`src/rtl/trng_pkg.sv`:
```
package trng_pkg;
  localparam int unsigned REG_AW  = 5;
  localparam int unsigned REG_DW  = 32;
  localparam int unsigned NOISE_W = 18;
  localparam int unsigned DIV_W   = 4;

  localparam logic [2:0] IDX_CTRL  = 3'd0;
  localparam logic [2:0] IDX_STAT  = 3'd1;
  localparam logic [2:0] IDX_DATA  = 3'd2;
  localparam logic [2:0] IDX_NOISE = 3'd3;
  localparam logic [2:0] IDX_HLTH  = 3'd4;

  localparam int unsigned CB_EN     = 2;
  localparam int unsigned CB_CED    = 5;
  localparam int unsigned CB_CFG_LO = 8;
  localparam int unsigned CB_CFG_HI = 25;
  localparam int unsigned CB_DIV_LO = 16;
  localparam int unsigned CB_CND    = 30;
  localparam int unsigned CB_LOCK   = 31;
  localparam int unsigned CFG_W     = CB_CFG_HI - CB_CFG_LO + 1;

  localparam int unsigned SB_RDY      = 0;
  localparam int unsigned SB_CLK      = 1;
  localparam int unsigned SB_SEED     = 2;
  localparam int unsigned SB_CLK_STK  = 5;
  localparam int unsigned SB_SEED_STK = 6;

  typedef enum logic [1:0] {
    CND_IDLE  = 2'd0,
    CND_ARMED = 2'd1,
    CND_DRAIN = 2'd2
  } cnd_state_e;
endpackage

```
`src/rtl/trng_cond_seq.sv`:
```
module trng_cond_seq
  import trng_pkg::*;
#(
  parameter int unsigned CLR_DLY = 8
) (
  input  logic clk_i,
  input  logic rst_ni,
  input  logic wr_i,
  input  logic set_i,
  output logic busy_o,
  output logic done_o
);
  localparam int unsigned CW = (CLR_DLY > 1) ? $clog2(CLR_DLY) : 1;
  localparam logic [CW-1:0] LAST = CW'(CLR_DLY - 1);

  cnd_state_e state_q;
  logic [CW-1:0] cnt_q;
  logic arm;

  assign arm    = wr_i && set_i;
  assign busy_o = (state_q != CND_IDLE);
  assign done_o = (state_q == CND_DRAIN) && (cnt_q == LAST) && !arm;

  always_ff @(posedge clk_i or negedge rst_ni) begin
    if (!rst_ni) begin
      state_q <= CND_IDLE;
      cnt_q   <= '0;
    end else if (arm) begin
      state_q <= CND_ARMED;
      cnt_q   <= '0;
    end else begin
      unique case (state_q)
        CND_ARMED: if (wr_i) begin
          state_q <= CND_DRAIN;
          cnt_q   <= '0;
        end
        CND_DRAIN: begin
          if (cnt_q == LAST) state_q <= CND_IDLE;
          else               cnt_q   <= cnt_q + 1'b1;
        end
        default: state_q <= CND_IDLE;
      endcase
    end
  end


  cnd_arm_chk: assert property (@(posedge clk_i) disable iff (!rst_ni)
    arm |=> busy_o);

  cnd_hold_chk: assert property (@(posedge clk_i) disable iff (!rst_ni)
    (busy_o && !done_o) |=> busy_o);
endmodule

```
`src/rtl/trng_prescaler.sv`:
```
module trng_prescaler #(
  parameter int unsigned DIV_W = 4
) (
  input  logic             clk_i,
  input  logic             rst_ni,
  input  logic             run_i,
  input  logic [DIV_W-1:0] div_i,
  output logic             tick_o
);
  localparam int unsigned CNT_W = 2 ** DIV_W;

  logic [CNT_W-1:0] cnt_q;
  logic [CNT_W-1:0] mask;

  assign mask   = (CNT_W'(1) << div_i) - CNT_W'(1);
  assign tick_o = run_i && ((cnt_q & mask) == mask);

  always_ff @(posedge clk_i or negedge rst_ni) begin
    if (!rst_ni)     cnt_q <= '0;
    else if (run_i)  cnt_q <= cnt_q + 1'b1;
    else             cnt_q <= '0;
  end


  tick_run_chk: assert property (@(posedge clk_i) disable iff (!rst_ni)
    tick_o |-> run_i);
endmodule

```
`src/rtl/trng_word_src.sv`:
```
module trng_word_src #(
  parameter int unsigned      WORD_W     = 32,
  parameter int unsigned      WORD_TICKS = 4,
  parameter logic [WORD_W-1:0] POLY      = 32'h8020_0003,
  parameter logic [WORD_W-1:0] SEED      = 32'h6D2B_79F5
) (
  input  logic              clk_i,
  input  logic              rst_ni,
  input  logic              run_i,
  input  logic              tick_i,
  input  logic              hold_i,
  output logic              load_o,
  output logic [WORD_W-1:0] word_o
);
  localparam int unsigned TCW = (WORD_TICKS > 1) ? $clog2(WORD_TICKS) : 1;
  localparam logic [TCW-1:0] TLAST = TCW'(WORD_TICKS - 1);

  logic [WORD_W-1:0] lfsr_q, lfsr_nxt;
  logic [TCW-1:0]    tcnt_q;
  logic              adv;

  assign lfsr_nxt = {1'b0, lfsr_q[WORD_W-1:1]} ^ (lfsr_q[0] ? POLY : '0);
  assign adv      = run_i && tick_i && !hold_i;
  assign load_o   = adv && (tcnt_q == TLAST);
  assign word_o   = lfsr_q;

  always_ff @(posedge clk_i or negedge rst_ni) begin
    if (!rst_ni)      lfsr_q <= SEED;
    else if (tick_i)  lfsr_q <= lfsr_nxt;
  end

  always_ff @(posedge clk_i or negedge rst_ni) begin
    if (!rst_ni)      tcnt_q <= '0;
    else if (!run_i)  tcnt_q <= '0;
    else if (adv)     tcnt_q <= load_o ? '0 : tcnt_q + 1'b1;
  end


  no_b2b_chk: assert property (@(posedge clk_i) disable iff (!rst_ni)
    load_o |=> !load_o);

  word_nz_chk: assert property (@(posedge clk_i) disable iff (!rst_ni)
    load_o |-> (word_o != '0));
endmodule

```
`src/rtl/trng_csr.sv`:
```
module trng_csr
  import trng_pkg::*;
#(
  parameter int unsigned CLR_DLY    = 8,
  parameter int unsigned WORD_TICKS = 4
) (
  input  logic              clk_i,
  input  logic              rst_ni,
  input  logic              req_i,
  input  logic              we_i,
  input  logic [REG_AW-1:0] addr_i,
  input  logic [REG_DW-1:0] wdata_i,
  output logic [REG_DW-1:0] rdata_o,
  input  logic              seed_err_i,
  input  logic              clk_err_i
);
  localparam int unsigned DIV_OFS = CB_DIV_LO - CB_CFG_LO;

  logic              hit;
  logic [2:0]        sel;
  logic              wr, rd;
  logic              wr_ctrl, wr_stat, wr_noise, wr_hlth, dr_rd;
  logic              cnd_set, cnd_busy, cnd_done;
  logic              run, tick, load;
  logic [REG_DW-1:0] word;

  logic [CFG_W-1:0]   cfg_q;
  logic               ced_q, en_q, lock_q;
  logic [NOISE_W-1:0] noise_q;
  logic [REG_DW-1:0]  hlth_q, data_q;
  logic               drdy_q, secs_q, seis_q, cecs_q, ceis_q;
  logic               clk_evt;

  assign sel      = addr_i[4:2];
  assign hit      = req_i && (addr_i[1:0] == 2'b00);
  assign wr       = hit && we_i;
  assign rd       = hit && !we_i;
  assign wr_ctrl  = wr && (sel == IDX_CTRL);
  assign wr_stat  = wr && (sel == IDX_STAT);
  assign wr_noise = wr && (sel == IDX_NOISE);
  assign wr_hlth  = wr && (sel == IDX_HLTH);
  assign dr_rd    = rd && (sel == IDX_DATA);
  assign cnd_set  = wr_ctrl && wdata_i[CB_CND];
  assign run      = en_q && !cnd_busy && !secs_q;
  assign clk_evt  = ced_q && clk_err_i;

  trng_cond_seq #(.CLR_DLY(CLR_DLY)) u_cnd (
    .clk_i  (clk_i),
    .rst_ni (rst_ni),
    .wr_i   (wr_ctrl),
    .set_i  (wdata_i[CB_CND]),
    .busy_o (cnd_busy),
    .done_o (cnd_done)
  );

  trng_prescaler #(.DIV_W(DIV_W)) u_pre (
    .clk_i  (clk_i),
    .rst_ni (rst_ni),
    .run_i  (run),
    .div_i  (cfg_q[DIV_OFS +: DIV_W]),
    .tick_o (tick)
  );

  trng_word_src #(.WORD_W(REG_DW), .WORD_TICKS(WORD_TICKS)) u_src (
    .clk_i  (clk_i),
    .rst_ni (rst_ni),
    .run_i  (run),
    .tick_i (tick),
    .hold_i (drdy_q),
    .load_o (load),
    .word_o (word)
  );

  // control register
  always_ff @(posedge clk_i or negedge rst_ni) begin
    if (!rst_ni) begin
      cfg_q  <= '0;
      ced_q  <= 1'b0;
      en_q   <= 1'b0;
      lock_q <= 1'b0;
    end else if (wr_ctrl) begin
      en_q <= wdata_i[CB_EN];
      if (!lock_q) begin
        lock_q <= wdata_i[CB_LOCK];
        if (wdata_i[CB_CND]) begin
          cfg_q <= wdata_i[CB_CFG_HI:CB_CFG_LO];
          ced_q <= wdata_i[CB_CED];
        end
      end
    end
  end

  // noise / health, accepted only inside a conditional reset window
  always_ff @(posedge clk_i or negedge rst_ni) begin
    if (!rst_ni) begin
      noise_q <= '0;
      hlth_q  <= '0;
    end else begin
      if (wr_noise && cnd_busy) noise_q <= wdata_i[NOISE_W-1:0];
      if (wr_hlth && cnd_busy)  hlth_q  <= wdata_i;
    end
  end

  // data path and ready
  always_ff @(posedge clk_i or negedge rst_ni) begin
    if (!rst_ni) begin
      data_q <= '0;
      drdy_q <= 1'b0;
    end else begin
      if (load) data_q <= word;
      if (seed_err_i || cnd_done) drdy_q <= 1'b0;
      else if (load)              drdy_q <= 1'b1;
      else if (dr_rd)             drdy_q <= 1'b0;
    end
  end

  // error state: set beats clear
  always_ff @(posedge clk_i or negedge rst_ni) begin
    if (!rst_ni) begin
      secs_q <= 1'b0;
      seis_q <= 1'b0;
      cecs_q <= 1'b0;
      ceis_q <= 1'b0;
    end else begin
      if (seed_err_i)    secs_q <= 1'b1;
      else if (cnd_done) secs_q <= 1'b0;

      if (seed_err_i)                            seis_q <= 1'b1;
      else if (wr_stat && !wdata_i[SB_SEED_STK]) seis_q <= 1'b0;

      cecs_q <= clk_evt;
      if (clk_evt)                              ceis_q <= 1'b1;
      else if (wr_stat && !wdata_i[SB_CLK_STK]) ceis_q <= 1'b0;
    end
  end

  always_comb begin
    rdata_o = '0;
    if (rd) begin
      unique case (sel)
        IDX_CTRL: begin
          rdata_o[CB_CFG_HI:CB_CFG_LO] = cfg_q;
          rdata_o[CB_EN]   = en_q;
          rdata_o[CB_CED]  = ced_q;
          rdata_o[CB_CND]  = cnd_busy;
          rdata_o[CB_LOCK] = lock_q;
        end
        IDX_STAT: begin
          rdata_o[SB_RDY]      = drdy_q;
          rdata_o[SB_CLK]      = cecs_q;
          rdata_o[SB_SEED]     = secs_q;
          rdata_o[SB_CLK_STK]  = ceis_q;
          rdata_o[SB_SEED_STK] = seis_q;
        end
        IDX_DATA:  rdata_o = secs_q ? '0 : data_q;
        IDX_NOISE: rdata_o[NOISE_W-1:0] = noise_q;
        IDX_HLTH:  rdata_o = hlth_q;
        default:   rdata_o = '0;
      endcase
    end
  end


  seed_stop_chk: assert property (@(posedge clk_i) disable iff (!rst_ni)
    seed_err_i |=> (secs_q && seis_q && !drdy_q));

  rdy_clr_chk: assert property (@(posedge clk_i) disable iff (!rst_ni)
    (dr_rd && drdy_q) |=> !drdy_q);

  zero_rd_chk: assert property (@(posedge clk_i) disable iff (!rst_ni)
    (dr_rd && secs_q) |-> (rdata_o == '0));

  lock_frz_chk: assert property (@(posedge clk_i) disable iff (!rst_ni)
    lock_q |=> (lock_q && $stable(cfg_q) && $stable(ced_q)));

  stk_keep_chk: assert property (@(posedge clk_i) disable iff (!rst_ni)
    (seis_q && !(wr_stat && !wdata_i[SB_SEED_STK])) |=> seis_q);

  ced_off_chk: assert property (@(posedge clk_i) disable iff (!rst_ni)
    !ced_q |=> !cecs_q);
endmodule

```
`config.mk`:
```
export PLATFORM = sky130hd
export DESIGN_NAME = trng_csr
export DESIGN_NICKNAME = d
export VERILOG_FILES = /design/src/rtl/trng_pkg.sv /design/src/rtl/trng_cond_seq.sv /design/src/rtl/trng_prescaler.sv /design/src/rtl/trng_word_src.sv /design/src/rtl/trng_csr.sv
export SDC_FILE = /design/constraint.sdc
export NUM_CORES = 1
export LEC_CHECK = 0
export BUFFER_PORTS_ARGS = -buffer_cell sky130_fd_sc_hd__clkbuf_2
export CAP_MARGIN = 20
export CORE_MARGIN = 2
export CORE_UTILIZATION = 44
export DETAILED_ROUTE_END_ITERATION = 12
export PLACE_DENSITY = 0.72
export SETUP_SLACK_MARGIN = 0.4
export SLEW_MARGIN = 5
export SYNTH_ARGS = -nofsm -noshare
export SYNTH_HDL_FRONTEND = slang
export SYNTH_SLANG_ARGS = --single-unit
export TNS_END_PERCENT = 50
```
`constraint.sdc`:
```
create_clock -name clk_i -period 3.5 [get_ports clk_i]
set_input_delay 0.35 -clock clk_i [delete_from_list [all_inputs] [get_ports clk_i]]
set_output_delay 0.35 -clock clk_i [all_outputs]
set_load 0.01 [all_outputs]
```
==> impl_metrics.py, run 1 <==
metrics = {
    "clock_network": {
        "htreeDepth": 4,
        "cts-root-buf": "clkbuf_16",
        "clkTransAtPathRegs_ns": 0.06,
        "cts_sinks": 162,
        "numCtsBuffers": 17,
        "clk_latency_ns": 0.43,
        "cts_max_path_buffers": 2,
        "cts_tree": "yes",
        "cts_setup_buffers": 0,
    },
    "synthesis": {
        "async_flop_share": 1.000,
        "syn_nets": 674,
        "synth_cell_type_count": 56,
        "synth_compound_area_frac": 0.07836,
        "netlist_area_um2": 7744,
        "synthSimpleGateAreaFrac": 0.1029,
        "synth_xor_area_frac": 0.01923,
        "post-synth-top-count-cell": "mux2_2",
        "synth_ff_type": "dfrtp_1",
        "yosys_warnings": 0,
        "ys_ff_latch": 162,
        "yosys.area_share.adder": 0.01293,
        "synth_enable_flop_cells": 0,
        "synth.avg_cell_area_um2": 12.43,
        "yosysSeqAreaShare": 0.5267,
        "synthCells": 623,
        "yosys-top-cells-area": "dfrtp_1 (46%), mux2_2 (22%), dfstp_2 (6.8%), nor2_1 (3.3%), a222oi_1 (1.7%)",
        "muxShareOfSynthArea": 0.2277,
        "synth.top_cell.area_share": 0.4589,
        "yosys-top-cells-count": "mux2_2 (148), dfrtp_1 (142), nor2_1 (69)",
        "synth_top_area_cell": "dfrtp_1",
        "synth_top_family_by_area": "multiplexers",
    },
    "power_and_ir_drop": {
        "power_frac_seq": 0.471,
        "power_frac_clock": 0.458,
        "p_sw_mw": 0.9255,
        "combPwrFrac": 0.071,
        "p_sw_frac": 0.2265,
        "p_leak_nw": 4.213,
        "ir_worst_vdd_uv": 323.6,
        "internal_power_mw": 3.160,
        "powerDensity_nw_per_um2": 454.1,
    },
    "setup_path": {
        "cp-end-kind": "flop",
        "crit_required_ns": 3.81,
        "critPathMaxFanout": 32,
        "cp-endpoint": "data_q[25]$_DFFE_PN0P_",
        "r2r-start": "cfg_q[8]$_DFFE_PN0P_",
        "crit_arrival_ns": 3.18,
        "crit_type": "reg -> reg",
        "cp-startpoint": "cfg_q[8]$_DFFE_PN0P_",
        "rrSetupSlack_ns": 0.62,
        "critical_path.startpoint_type": "flop",
        "rr_worst_depth": 10,
        "reg2reg_to": "data_q[25]$_DFFE_PN0P_",
    },
    "floorplan": {
        "core.rowCount": 48,
        "pin_count": 75,
        "die_w_um": 136.7,
        "core-area_um2": 17240,
        "start_util": 0.4493,
        "die_area_um2": 18680,
        "fp.dieH_um": 136.7,
    },
    "grt": {
        "met2_usage": 0.3269,
        "busiest_layer": "met2",
        "met1_usage": 0.2583,
        "grt_max_degree": 63,
        "grt_pass1_vias": 5617,
        "antenna_found_initial": 0,
        "grt_overflow": 0,
        "grt_pass1_wl_mm": 28.77,
        "grt_usage": 0.2001,
        "grtUsageMet3": 0.03815,
    },
    "flow_run": {
        "drv_cap": 0,
    },
    "place": {
        "dp_hpwl_mm": 11.78,
        "gp_congestion": 0.9146,
        "place.port_buffers": 74,
        "place_inst": 905,
    },
    "layout": {
        "final_cells": 938,
        "antenna_cells": 0,
        "fill_cells": 1439,
        "final_core_util": 0.5221,
        "areaGrowthSynthToFinish_pct": 16.21,
        "multi_input_comb_area_um2": 3441,
        "nets": 751,
        "drive_gt1_frac": 0.4250,
        "register_area_um2": 4079,
    },
    "outcome": {
        "status": "finished, final reports clean",
    },
    "timing": {
        "setup_viol_count_final": 0,
        "slew_headroom": 0.5539,
        "fin_setup_tns_ns": 0,
        "rsz0062_at_grt": "false",
        "drv_slew": 0,
        "clock_skew_ns": 0.01249,
        "hold_violations": 0,
        "fin_crit_ns": 2.876,
        "hold_slack_ns": 0.1571,
        "clock.fmax_ghz": 0.3477,
        "finalCritPeriodShare": 0.8218,
        "worstMarginPinSlew_ns": 0.6691,
    },
    "drt": {
        "via_per_inst": 5.679,
        "via_count": 5327,
        "drt_iter0_drc": 424,
        "drt_wl_total_mm": 17.48,
        "final_antenna_net_count": 0,
        "firstDrtPassIters": 5,
        "drc_errors": 0,
        "wl_per_cell_um": 18.63,
    },
    "worst_hold_path": {
        "hold_depth": 2,
        "min_path_type": "in -> reg",
    },
}
==> critical path: stages, from the launching register on <==
cell	delay, ns
dfrtp_1	0.57
nor2_1	0.09
nand2_1	0.08
ha_2	0.35
nor2_1	0.07
mux2_2	0.28
a32oi_2	0.26
nand4b_4	0.19
nor3_4	0.24
buf_12	0.24
mux2_2	0.37
==> flip-flops by register name (all words and copies together), names as in the netlist <==
name,cells
cecs_q,1
ced_q,1
ceis_q,1
cfg_q,18
data_q,32
drdy_q,1
en_q,1
hlth_q,32
lock_q,1
noise_q,18
secs_q,1
seis_q,1
u_cnd.cnt_q,3
u_cnd.state_q,2
u_pre.cnt_q,15
u_src.tcnt_q,2
u_src.word_o,32
==> final cells by class <==
class                   instances  share of cell area
well taps                     225             0.03128
flip-flops and latches        162              0.4533
repair buffers                 93             0.06215
multi-input cells             414              0.3824
clock buffers                  23             0.05089
clock inverters                 9             0.01502
inverters                      12            0.005006
==> power groups by stage <==
stage	registers [mW]	logic (mW)	clock network [mW]
CTS	1.92	0.288	1.90
detailed placement	1.95	0.286	0
global route	1.93	0.324	1.98
floorplan	1.95	0.179	0
finish	1.92	0.291	1.87
global placement	1.95	0.276	0
==> layer usage <==
layer | wire [µm] | part of all wire
met4 | 416 | 0.024
met3 | 714 | 0.041
met1 | 7546 | 0.43
met2 | 8799 | 0.50
met5 | 0 | 0
==> metrics by stage <==
| stage | worst slack [ns] | total power, mW | cell area, µm² |
|---|---|---|---|
| 3_5_place_dp | 0.4770 | 2.240 | 8384 |
| 2_1_floorplan | 0.6370 | 2.126 | 7744 |
| 5_1_grt | 0.4488 | 4.231 | 8999 |
| 3_3_place_gp | 0.5877 | 2.228 | 8384 |
| 4_1_cts | 0.4622 | 4.113 | 8987 |
| 6_report | 0.6236 | 4.086 | 8999 |
==> what timing repair did <==
| item | 4_1_cts | 5_1_grt |
|---|---|---|
| setup endpoints to repair | 0 | 65 |
| endpoints found under the hold margin | 49 | 0 |
| resized for setup | 0 | 3 |
| hold buffers | 1 | 0 |
==> logic make-up (layout without fill, tap and decap cells) <==
group	count (synthesis)	in the layout
AO/OA/AOI/OAI	82	82
flip-flops	162	162
adder cells (fa/ha/maj)	8	8
XOR/XNOR	17	17
AND/OR/NAND/NOR	150	150
buffers and inverters	47	137
multiplexers	157	157
==> worst min-delay path by stage <==
stage	start	to	slack, ns
after global placement	rst_ni	hlth_q[27]$_DFFE_PN0P_	0.35
after global routing	wdata_i[26]	hlth_q[26]$_DFFE_PN0P_	0.15
final	wdata_i[31]	lock_q$_DFFE_PN0P_	0.16
after detailed placement	rst_ni	hlth_q[28]$_DFFE_PN0P_	0.36
after CTS	wdata_i[31]	lock_q$_DFFE_PN0P_	0.14
after floorplan	rst_ni	cecs_q$_DFF_PN0_	0.05
==> placed cells by master (no fill, tap or decap), types with 6 or more instances in the layout <==
cell type  synthesis  final
nor2b_1            6      6
o21ai_0           20     20
nand3_1            8      8
nand2b_1           8      8
a21oi_1            7      7
a222oi_1          13     13
nor2_1            69     67
dfstp_2           20     20
xnor2_1            7      7
dfrtp_1          142    142
nand2_1           20     20
xor2_1            10     10
buf_4              1     15
inv_1             12     12
a22oi_1           17     17
clkbuf_2           0     73
ha_1               8      7
clkbuf_16          0     17
mux2_2           148    148
(Power assumes the default switching activity.)
==> inputs of run 2 (changes only) <==
- ABC_AREA: default -> 1
- clock period: 3.5 -> 2.75 ns (I/O delays scaled with it)
==> impl_metrics.py, run 2 <==
metrics = {
    "outcome": {
        "status": "finished, final reports clean",
    },
    "timing": {
        "worstMarginPinSlew_ns": 0.7550,
        "slew_headroom": 0.4967,
        "clock.fmax_ghz": 0.4313,
        "clock_skew_ns": 0.01260,
        "fin_crit_ns": 2.319,
        "setup_viol_count_final": 0,
        "hold_slack_ns": 0.08137,
        "fin_setup_tns_ns": 0,
        "hold_violations": 0,
        "rsz0062_at_grt": "true",
        "finalCritPeriodShare": 0.8432,
        "drv_slew": 0,
    },
    "clock_network": {
        "clkTransAtPathRegs_ns": 0.06,
        "htreeDepth": 4,
        "cts-root-buf": "clkbuf_16",
        "cts_tree": "yes",
        "cts_sinks": 162,
        "cts_max_path_buffers": 2,
        "numCtsBuffers": 17,
        "clk_latency_ns": 0.43,
    },
    "power_and_ir_drop": {
        "p_leak_nw": 4.360,
        "ir_worst_vdd_uv": 319.7,
        "powerDensity_nw_per_um2": 551.0,
    },
    "place": {
        "dp_hpwl_mm": 12.42,
        "gp_congestion": 0.8928,
        "place.port_buffers": 74,
    },
    "setup_path": {
        "cp-end-kind": "flop",
        "reg2reg_to": "u_src.tcnt_q[0]$_DFFE_PN0P_",
        "crit_type": "reg -> reg",
        "crit_arrival_ns": 2.68,
        "cp-startpoint": "cfg_q[9]$_DFFE_PN0P_",
        "rrSetupSlack_ns": 0.43,
        "rr_worst_depth": 15,
        "critPathMaxFanout": 6,
        "cp-endpoint": "u_src.tcnt_q[0]$_DFFE_PN0P_",
        "critical_path.startpoint_type": "flop",
        "crit_required_ns": 3.11,
        "r2r-start": "cfg_q[9]$_DFFE_PN0P_",
    },
    "layout": {
        "areaGrowthSynthToFinish_pct": 21.80,
        "nets": 1058,
        "final_core_util": 0.5517,
        "layout_commonest_cell": "nand2_1",
        "drive_gt1_frac": 0.2010,
        "antenna_cells": 0,
        "layout_common_cells": "nand2_1 (333), dfrtp_1 (140), o21ai_0 (84)",
        "register_area_um2": 4081,
        "fill_cells": 1502,
        "multi_input_comb_area_um2": 3078,
    },
    "drt": {
        "via_per_inst": 5.346,
        "drc_errors": 0,
        "firstDrtPassIters": 7,
        "wl_per_cell_um": 15.66,
        "final_antenna_net_count": 0,
        "drt_wl_total_mm": 19.41,
        "via_count": 6629,
        "drt_iter0_drc": 662,
    },
    "grt": {
        "grt_usage": 0.2120,
        "grt_pass1_vias": 6120,
        "grt_pass1_wl_mm": 30.75,
        "grt_max_degree": 69,
        "grt_overflow": 0,
        "antenna_found_initial": 0,
    },
    "floorplan": {
        "core.rowCount": 47,
        "die_area_um2": 18260,
        "start_util": 0.4530,
        "fp.dieH_um": 135.1,
        "pin_count": 75,
        "die_w_um": 135.1,
        "core-area_um2": 16700,
    },
    "synthesis": {
        "synth_ff_type": "dfrtp_1",
        "ys_ff_latch": 162,
        "synthCells": 925,
        "yosys_warnings": 0,
        "synth_cell_type_count": 35,
        "yosys-top-cells-area": "dfrtp_1 (47%), nand2_1 (17%), dfstp_2 (6.9%), o21ai_0 (5.6%), inv_1 (3.4%)",
        "yosysSeqAreaShare": 0.5392,
        "post-synth-top-count-cell": "nand2_1",
        "synth_enable_flop_cells": 0,
        "yosys-top-cells-count": "nand2_1 (344), dfrtp_1 (142), o21ai_0 (84)",
        "synth.avg_cell_area_um2": 8.178,
        "synth.top_cell.area_share": 0.4697,
        "async_flop_share": 1.000,
        "syn_nets": 976,
        "synth_top_area_cell": "dfrtp_1",
        "netlist_area_um2": 7565,
    },
    "worst_hold_path": {
        "min_path_type": "in -> reg",
        "hold_depth": 2,
    },
    "flow_run": {
        "drv_cap": 0,
    },
}
==> run 2: changes by cell type after synthesis, moves of 13 or more <==
| cell | previous run | this run |
|---|---|---|
| a31oi_1 | 2 | 19 |
| nand2_1 | 20 | 344 |
| clkbuf_1 | 14 | 36 |
| inv_1 | 12 | 68 |
| nor2_1 | 69 | 45 |
| nand3_1 | 8 | 26 |
| mux2_2 | 148 | 5 |
| a222oi_1 | 13 | 0 |
| nand4_1 | 2 | 35 |
| o21ai_0 | 20 | 84 |
| a21oi_1 | 7 | 22 |
==> run 2: final cells by class <==
type	count	area share
clock buffer	20	0.04957
clock inverter	12	0.01955
sequential	162	0.4430
inverter	74	0.03042
tap	220	0.02988
multi-input combinational	638	0.3341
timing repair buffer	114	0.09356
==> run 2: critical path, cell delays in order, from the launching register on <==
cell and delay [ns]:
dfrtp_2 0.46, nor2_4 0.14, nand2_2 0.08, ha_4 0.26, or2_2 0.09, nand3_1 0.07
nor2_1 0.11, nand3_1 0.08, nor2_2 0.13, nand3_2 0.10, nor2_4 0.16, buf_12 0.15
buf_12 0.11, clkbuf_16 0.13, nand3_1 0.08, nand2_1 0.10
==> run 2: repair_timing <==
item,in CTS,in global routing
buffers inserted,4,3
gates cloned,1,4
pin swaps,4,10
endpoints found under the setup margin,67,56
gates resized for setup,21,23
endpoints found under the hold margin,56,0
hold buffers,1,0
==> run 2: routing by layer <==
layer  vias up  routed length, µm  global-route usage
li1       3179                  -                   -
met1      3201               8750              0.2985
met2       217               9253              0.3314
met3        32               1066             0.04129
met4         0                344             0.07060
met5         -                  0                   0
==> run 2: cell families (layout without fill, tap and decap cells) <==
kind of cell	count (synthesis)	after routing	share of synthesized area
AO/OA/AOI/OAI	156	156	0.1156
XOR/XNOR	4	4	0.004631
adder cells (fa/ha/maj)	8	8	0.01323
buffers and inverters	125	220	0.06847
flip-flops	162	162	0.5392
multiplexers	5	5	0.007442
AND/OR/NAND/NOR	465	465	0.2514
==> run 2: stage by stage <==
| step | std cells | cell area (µm²) | setup WS [ns] | power, mW |
|---|---|---|---|---|
| 2_1_floorplan | 925 | 7565 | 0.5362 | 2.477 |
| 3_3_place_gp | 1194 | 8192 | 0.3131 | 2.587 |
| 3_5_place_dp | 1194 | 8192 | 0.2434 | 2.587 |
| 4_1_cts | 1232 | 8991 | 0.4067 | 5.102 |
| 5_1_grt | 1240 | 9214 | 0.3111 | 5.224 |
| 6_report | 1240 | 9214 | 0.4313 | 5.077 |
==> run 2: worst min-delay path by stage <==
| stage | endpoint | start |
|---|---|---|
| global route | hlth_q[26]$_DFFE_PN0P_ | wdata_i[26] |
| global placement | hlth_q[11]$_DFFE_PN0P_ | rst_ni |
| CTS | hlth_q[28]$_DFFE_PN0P_ | wdata_i[28] |
| floorplan | cecs_q$_DFF_PN0_ | rst_ni |
| detailed placement | noise_q[11]$_DFFE_PN0P_ | rst_ni |
| finish | hlth_q[28]$_DFFE_PN0P_ | wdata_i[28] |
==> run 2: where the power goes <==
group	internal [mW]	total, mW	switching (mW)
clock network	1.57	2.53	0.961
logic	0.0446	0.150	0.105
registers	2.39	2.40	0.00401
total	4.01	5.08	1.07
